$ cat src/rtl/pool_pkg.sv
package pool_pkg;
  typedef enum logic [1:0] {
    ST_IDLE  = 2'd0,
    ST_READ  = 2'd1,
    ST_DRAIN = 2'd2
  } pool_state_e;
endpackage

$ cat src/rtl/pool_row_seq.sv
module pool_row_seq
  import pool_pkg::*;
#(
  parameter int ROWS   = 14,
  parameter int ADDR_W = 4,
  localparam int PAIRS = ROWS / 2,
  localparam int CNT_W = $clog2(PAIRS + 1)
) (
  input  logic              clk_i,
  input  logic              rst_ni,
  input  logic              start_i,
  output logic              busy_o,
  output logic              drain_o,
  output logic              rd_en_o,
  output logic [CNT_W-1:0]  pair_o,
  output logic [ADDR_W-1:0] addr_odd_o,
  output logic [ADDR_W-1:0] addr_even_o
);
  pool_state_e state_q;
  logic [CNT_W-1:0] cnt_q;
  logic last_pair;

  assign last_pair = (cnt_q == CNT_W'(PAIRS - 1));

  always_ff @(posedge clk_i or negedge rst_ni) begin
    if (!rst_ni) begin
      state_q <= ST_IDLE;
      cnt_q   <= '0;
    end else begin
      unique case (state_q)
        ST_IDLE: if (start_i) begin
          state_q <= ST_READ;
          cnt_q   <= '0;
        end
        ST_READ: begin
          if (last_pair) state_q <= ST_DRAIN;
          else           cnt_q   <= cnt_q + 1'b1;
        end
        ST_DRAIN: state_q <= ST_IDLE;
        default:  state_q <= ST_IDLE;
      endcase
    end
  end

  assign busy_o      = (state_q != ST_IDLE);
  assign drain_o     = (state_q == ST_DRAIN);
  assign rd_en_o     = (state_q == ST_READ);
  assign pair_o      = cnt_q;
  assign addr_odd_o  = ADDR_W'({cnt_q, 1'b1});
  assign addr_even_o = ADDR_W'({cnt_q, 1'b1}) + ADDR_W'(1);

  AST_ODD_STRIDE: assert property (@(posedge clk_i) disable iff (!rst_ni)
    (rd_en_o && !last_pair) |=> (rd_en_o && addr_odd_o == $past(addr_odd_o) + ADDR_W'(2)));
  AST_PAIR_ADJ: assert property (@(posedge clk_i) disable iff (!rst_ni)
    rd_en_o |-> (addr_even_o == addr_odd_o + ADDR_W'(1)));
  AST_START_IGNORED: assert property (@(posedge clk_i) disable iff (!rst_ni)
    (rd_en_o && !last_pair && start_i) |=> (cnt_q == $past(cnt_q) + 1'b1));
endmodule

$ cat src/rtl/pool_max_row.sv
module pool_max_row #(
  parameter int COLS   = 14,
  parameter int DATA_W = 8,
  localparam int OCOLS = COLS / 2
) (
  input  logic [COLS*DATA_W-1:0]  row_a_i,
  input  logic [COLS*DATA_W-1:0]  row_b_i,
  output logic [OCOLS*DATA_W-1:0] max_o
);
  for (genvar j = 0; j < OCOLS; j++) begin : g_win
    logic [DATA_W-1:0] a0, a1, b0, b1, ma, mb;
    assign a0 = row_a_i[(2*j)*DATA_W +: DATA_W];
    assign a1 = row_a_i[(2*j+1)*DATA_W +: DATA_W];
    assign b0 = row_b_i[(2*j)*DATA_W +: DATA_W];
    assign b1 = row_b_i[(2*j+1)*DATA_W +: DATA_W];
    // unsigned compare: operands are plain logic vectors
    assign ma = (a0 >= a1) ? a0 : a1;
    assign mb = (b0 >= b1) ? b0 : b1;
    assign max_o[j*DATA_W +: DATA_W] = (ma >= mb) ? ma : mb;
  end
endmodule

$ cat src/rtl/pool_wr_align.sv
module pool_wr_align #(
  parameter int ADDR_W = 4,
  parameter int CNT_W  = 3
) (
  input  logic              clk_i,
  input  logic              rst_ni,
  input  logic              rd_en_i,
  input  logic              drain_i,
  input  logic [CNT_W-1:0]  pair_i,
  output logic              wr_en_o,
  output logic [ADDR_W-1:0] wr_addr_o,
  output logic              done_o
);
  always_ff @(posedge clk_i or negedge rst_ni) begin
    if (!rst_ni) begin
      wr_en_o   <= 1'b0;
      wr_addr_o <= '0;
      done_o    <= 1'b0;
    end else begin
      wr_en_o <= rd_en_i;
      done_o  <= drain_i;
      if (rd_en_i) wr_addr_o <= ADDR_W'(pair_i) + ADDR_W'(1);
    end
  end
endmodule

$ cat src/rtl/pool2x2_dual_row.sv
module pool2x2_dual_row #(
  parameter int ROWS   = 14,
  parameter int COLS   = 14,
  parameter int DATA_W = 8,
  localparam int OCOLS  = COLS / 2,
  localparam int ADDR_W = $clog2(ROWS + 1),
  localparam int CNT_W  = $clog2(ROWS / 2 + 1)
) (
  input  logic                    clk_i,
  input  logic                    rst_ni,
  input  logic                    start_i,
  output logic                    busy_o,
  output logic                    done_o,
  output logic                    rd_en_o,
  output logic [ADDR_W-1:0]       rd_addr_odd_o,
  output logic [ADDR_W-1:0]       rd_addr_even_o,
  input  logic [COLS*DATA_W-1:0]  rd_data_odd_i,
  input  logic [COLS*DATA_W-1:0]  rd_data_even_i,
  output logic                    wr_en_o,
  output logic [ADDR_W-1:0]       wr_addr_o,
  output logic [OCOLS*DATA_W-1:0] wr_data_o
);
  logic drain;
  logic [CNT_W-1:0] pair;

  pool_row_seq #(.ROWS(ROWS), .ADDR_W(ADDR_W)) u_seq (
    .clk_i(clk_i), .rst_ni(rst_ni), .start_i(start_i),
    .busy_o(busy_o), .drain_o(drain), .rd_en_o(rd_en_o), .pair_o(pair),
    .addr_odd_o(rd_addr_odd_o), .addr_even_o(rd_addr_even_o)
  );

  pool_max_row #(.COLS(COLS), .DATA_W(DATA_W)) u_max (
    .row_a_i(rd_data_odd_i), .row_b_i(rd_data_even_i), .max_o(wr_data_o)
  );

  pool_wr_align #(.ADDR_W(ADDR_W), .CNT_W(CNT_W)) u_align (
    .clk_i(clk_i), .rst_ni(rst_ni), .rd_en_i(rd_en_o), .drain_i(drain),
    .pair_i(pair), .wr_en_o(wr_en_o), .wr_addr_o(wr_addr_o), .done_o(done_o)
  );

  AST_WR_FOLLOWS_RD: assert property (@(posedge clk_i) disable iff (!rst_ni)
    rd_en_o |=> wr_en_o);
  AST_WR_ADDR_HALF: assert property (@(posedge clk_i) disable iff (!rst_ni)
    rd_en_o |=> (wr_addr_o == ADDR_W'($past(rd_addr_even_o) >> 1)));
  AST_DONE_AFTER_LAST: assert property (@(posedge clk_i) disable iff (!rst_ni)
    done_o |-> ($past(wr_en_o) && !wr_en_o && !busy_o));
  AST_DONE_SINGLE: assert property (@(posedge clk_i) disable iff (!rst_ni)
    done_o |=> !done_o);
  AST_NO_RD_IDLE: assert property (@(posedge clk_i) disable iff (!rst_ni)
    !busy_o |-> !rd_en_o);
endmodule

$ cat config.mk
export PLATFORM = sky130hd
export DESIGN_NAME = pool2x2_dual_row
export DESIGN_NICKNAME = d
export VERILOG_FILES = /design/src/rtl/pool_pkg.sv /design/src/rtl/pool_row_seq.sv /design/src/rtl/pool_max_row.sv /design/src/rtl/pool_wr_align.sv /design/src/rtl/pool2x2_dual_row.sv
export SDC_FILE = /design/constraint.sdc
export NUM_CORES = 1
export LEC_CHECK = 0
export BUFFER_PORTS_ARGS = -buffer_cell sky130_fd_sc_hd__buf_2
export CORE_MARGIN = 5
export CORE_UTILIZATION = 55
export CTS_CLUSTER_DIAMETER = 60
export CTS_CLUSTER_SIZE = 10
export DETAILED_ROUTE_END_ITERATION = 8
export PLACE_DENSITY = 0.89
export SLEW_MARGIN = 20
export SYNTH_ARGS = -nofsm -noshare
export SYNTH_HDL_FRONTEND = slang
export SYNTH_SLANG_ARGS = --single-unit
export TNS_END_PERCENT = 100
$ cat constraint.sdc
create_clock -name clk_i -period 6.4 [get_ports clk_i]
set_input_delay 0.32 -clock clk_i [delete_from_list [all_inputs] [get_ports clk_i]]
set_output_delay 0.32 -clock clk_i [all_outputs]
set_load 0.01 [all_outputs]
==> impl_metrics.tcl <==
set metrics [dict create \
    top_level_ports 299 \
    portBuffers 296 \
    setup-tns-final_ps 0 \
    layoutNonFillerInstCount 1365 \
    p_clk_share_pct 7.6 \
    worst_ep_required_time_ps 6080 \
    cts_tree "built" \
    share_comb_of_total_power_pct 84.3 \
    cts_root_buf "clkbuf_16" \
    drive_gt1_share_pct 32.2 \
    cts_buffer_depth 2 \
    yosysSeqAreaShare_pct 3.69 \
    grt_usage_pct 25.5 \
    synth-main-ff-cell "dfrtp_1" \
    power_switching_mw 0.743 \
    vias_per_cell 6.07 \
    overflow 0 \
    slew_headroom_pct 26.1 \
    slowest_delay_ps 620 \
    clk_pin_slew_ps 40 \
    first_global_vias 8026 \
    grt_pass1_wl_um 35600 \
    antenna_found_initial 4 \
    numCtsBuffers 3 \
    worst_slack_ps 1820 \
    switching_share_pct 49.3 \
    place_inst 1356 \
    synth_edf_count 0 \
    syn_area_um2 7470 \
    routedWlPerCell_um 16.2 \
    yosysWarnings 0 \
    syn-num-nets 1303 \
    maxSlewViolCount 0 \
    die_w_um 127 \
    drt_iter0_markers 380 \
    status "finished, final reports clean" \
    cp-start-kind "input port" \
    finalHoldWorstSlack_ps 444 \
    post_dp_cell_area_um2 9080 \
    core_um2 13300 \
    post_cts_buffers 0 \
    finalPower_mw 1.51 \
    rsz0062_at_grt "false" \
    finalSetupViolCount 0 \
    area_growth_pct 22.9 \
    vias 8281 \
    tightest_slew_ps 1110 \
    synth_cell_types 42 \
    hp-class "in -> reg" \
    initial_core_util_pct 56.2 \
    wl_met2_um 11100 \
    fill_cells 1059 \
    drv_cap 0 \
    fin_area_um2 9180 \
    ys_ff_latch 11 \
    finish.utilization_pct 69.0 \
    cts.sinks 11 \
    avgSynthCellArea_um2 8.24 \
    drc 0 \
    finalCriticalPeriod_ps 4580 \
    final_nets 1583 \
    grt_max_degree 17 \
    crit_fanout 8 \
    firstDrtPassIters 6 \
    path_cells "buf_2, inv_1, ha_1, nand2b_1, a2111oi_2, nor3_1, o31ai_4, mux2i_1, inv_1, ha_1, nand2b_1, a21o_1, a211oi_1, nor3_1, a211oi_2, mux2_2, buf_2" \
    hold_viol 0 \
    hpwlAfterDp_um 19100 \
    drt-met1-wl_um 8670 \
    final_antenna_net_count 0 \
    critPathKind "in -> out" \
    cts_hold_buffers 1 \
    p_int_mw 0.764 \
    cp-end-kind "primary output" \
    min_period_over_period_pct 71.6 \
    clock_latency_ps 240 \
    p_seq_share_pct 8.1 \
    cts_resized 0 \
    die_area_um2 16000 \
    gp_congestion 0.990 \
    crit_arrival_ps 4260 \
    dieHeight_um 127 \
    synthCells 906 \
    place_ws_ps 1830 \
    clock.fmax_mhz 218 \
    async_flop_share_pct 100 \
    ir_drop_v 0.000118 \
    drt-total-wl_um 22100 \
    p_per_area_nw_per_um2 164 \
    p_leak_nw 5.23 \
    slowest_stage "a211oi_2" \
    cts-htree-levels 1 \
    skew_ps 1.15 \
    highest_layer "met4" \
    rows 42 \
    route.met3.wl_um 1640 \
]
[sequential cells by signal, summed over array words and instances (netlist names)]
signal	flops
u_align.done_o	1
u_align.wr_addr_o	4
u_align.wr_en_o	1
u_seq.pair_o	3
u_seq.state_q	2
[cells in the final DEF, fill, tap and decap left out, drive strengths merged, types with 23 or more instances in the layout]
cell   count
a32oi     56
buf      298
ha       170
inv      185
mux2      39
mux2i     75
nand3     65
nor2      23
o21ai     32
o311a     37
[path summary, 6_finish.rpt]
check | start | to | slack [ps] | cells past startpoint
max | rd_data_even_i[0] | wr_data_o[5] | 1820 | 17
max reg2reg | u_seq.pair_o[0] | u_seq.pair_o[1] | 4560 | 4
min reg2reg | u_align.wr_addr_o[1] | u_align.wr_addr_o[1] | 460 | 1
max in group asynchronous | rst_ni | u_align.wr_addr_o[3] | 5710 | 2
min | start_i | u_seq.state_q[0] | 440 | 3
min in group asynchronous | rst_ni | u_align.wr_addr_o[1] | 490 | 2
[per-layer routing]
layer / vias up / track usage [%]
li1: 4014 / -
met1: 3818 / 29.5
met2: 387 / 47.7
met3: 62 / 3.49
met4: 0 / 8.90
met5: - / 0
[power by group through the flow]
stage / Clock (mW) / Combinational, mW / Sequential (mW)
after global placement: 0 / 1.23 / 0.121
after floorplan: 0 / 0.852 / 0.130
after global routing: 0.117 / 1.41 / 0.128
after detailed placement: 0 / 1.26 / 0.122
final: 0.114 / 1.27 / 0.123
after CTS: 0.114 / 1.27 / 0.122
[cell type report]
class | count | area (um2) | share of cell area [%]
inverters | 192 | 721 | 7.85
repair buffers | 299 | 1510 | 16.4
diodes | 4 | 10.0 | 0.109
multi-input cells | 679 | 6370 | 69.4
well taps | 176 | 220 | 2.40
clock buffers | 4 | 78.8 | 0.859
flip-flops and latches | 11 | 275 | 3.00
[critical path, delay by kind of cell]
kind | cells | cell delay (ps)
AOI/OAI and AO/OA | 5 | 1830
adders and majority gates | 2 | 540
muxes | 2 | 690
and+or+nand+nor | 4 | 500
buffers and inverters | 4 | 370
[synthesized netlist by cell type, types with 7 or more instances]
library cell	instances	area, um2
a31o_2	7	61.3
buf_2	7	35.0
a32oi_1	56	490
nand4_1	14	87.6
nor2_1	16	60.1
nand2b_1	17	106
o311a_1	37	370
nand3_1	65	325
a21oi_1	14	70.1
a2111o_1	7	78.8
mux2i_1	75	751
nor2_2	7	43.8
dfrtp_1	11	275
ha_1	170	2130
inv_1	185	694
a211oi_1	14	105
o21ai_0	25	125
nand2_1	14	52.6
o21ai_1	7	35.0
clkinv_1	7	26.3
a21o_1	22	165
clkbuf_1	13	48.8
o31ai_4	7	149
mux2_2	29	327
o311ai_0	19	166
nor3_1	16	80.1
[logic make-up after synthesis]
group,Yosys count,share of synthesized area (%)
flip-flops,11,3.69
other,2,0.101
buffers and inverters,216,11.1
adder cells (fa/ha/maj),170,28.5
XOR/XNOR,1,0.117
AO/OA/AOI/OAI,230,28.4
multiplexers,114,16.2
AND/OR/NAND/NOR,162,12.0
Power figures use the tool's default switching activity.
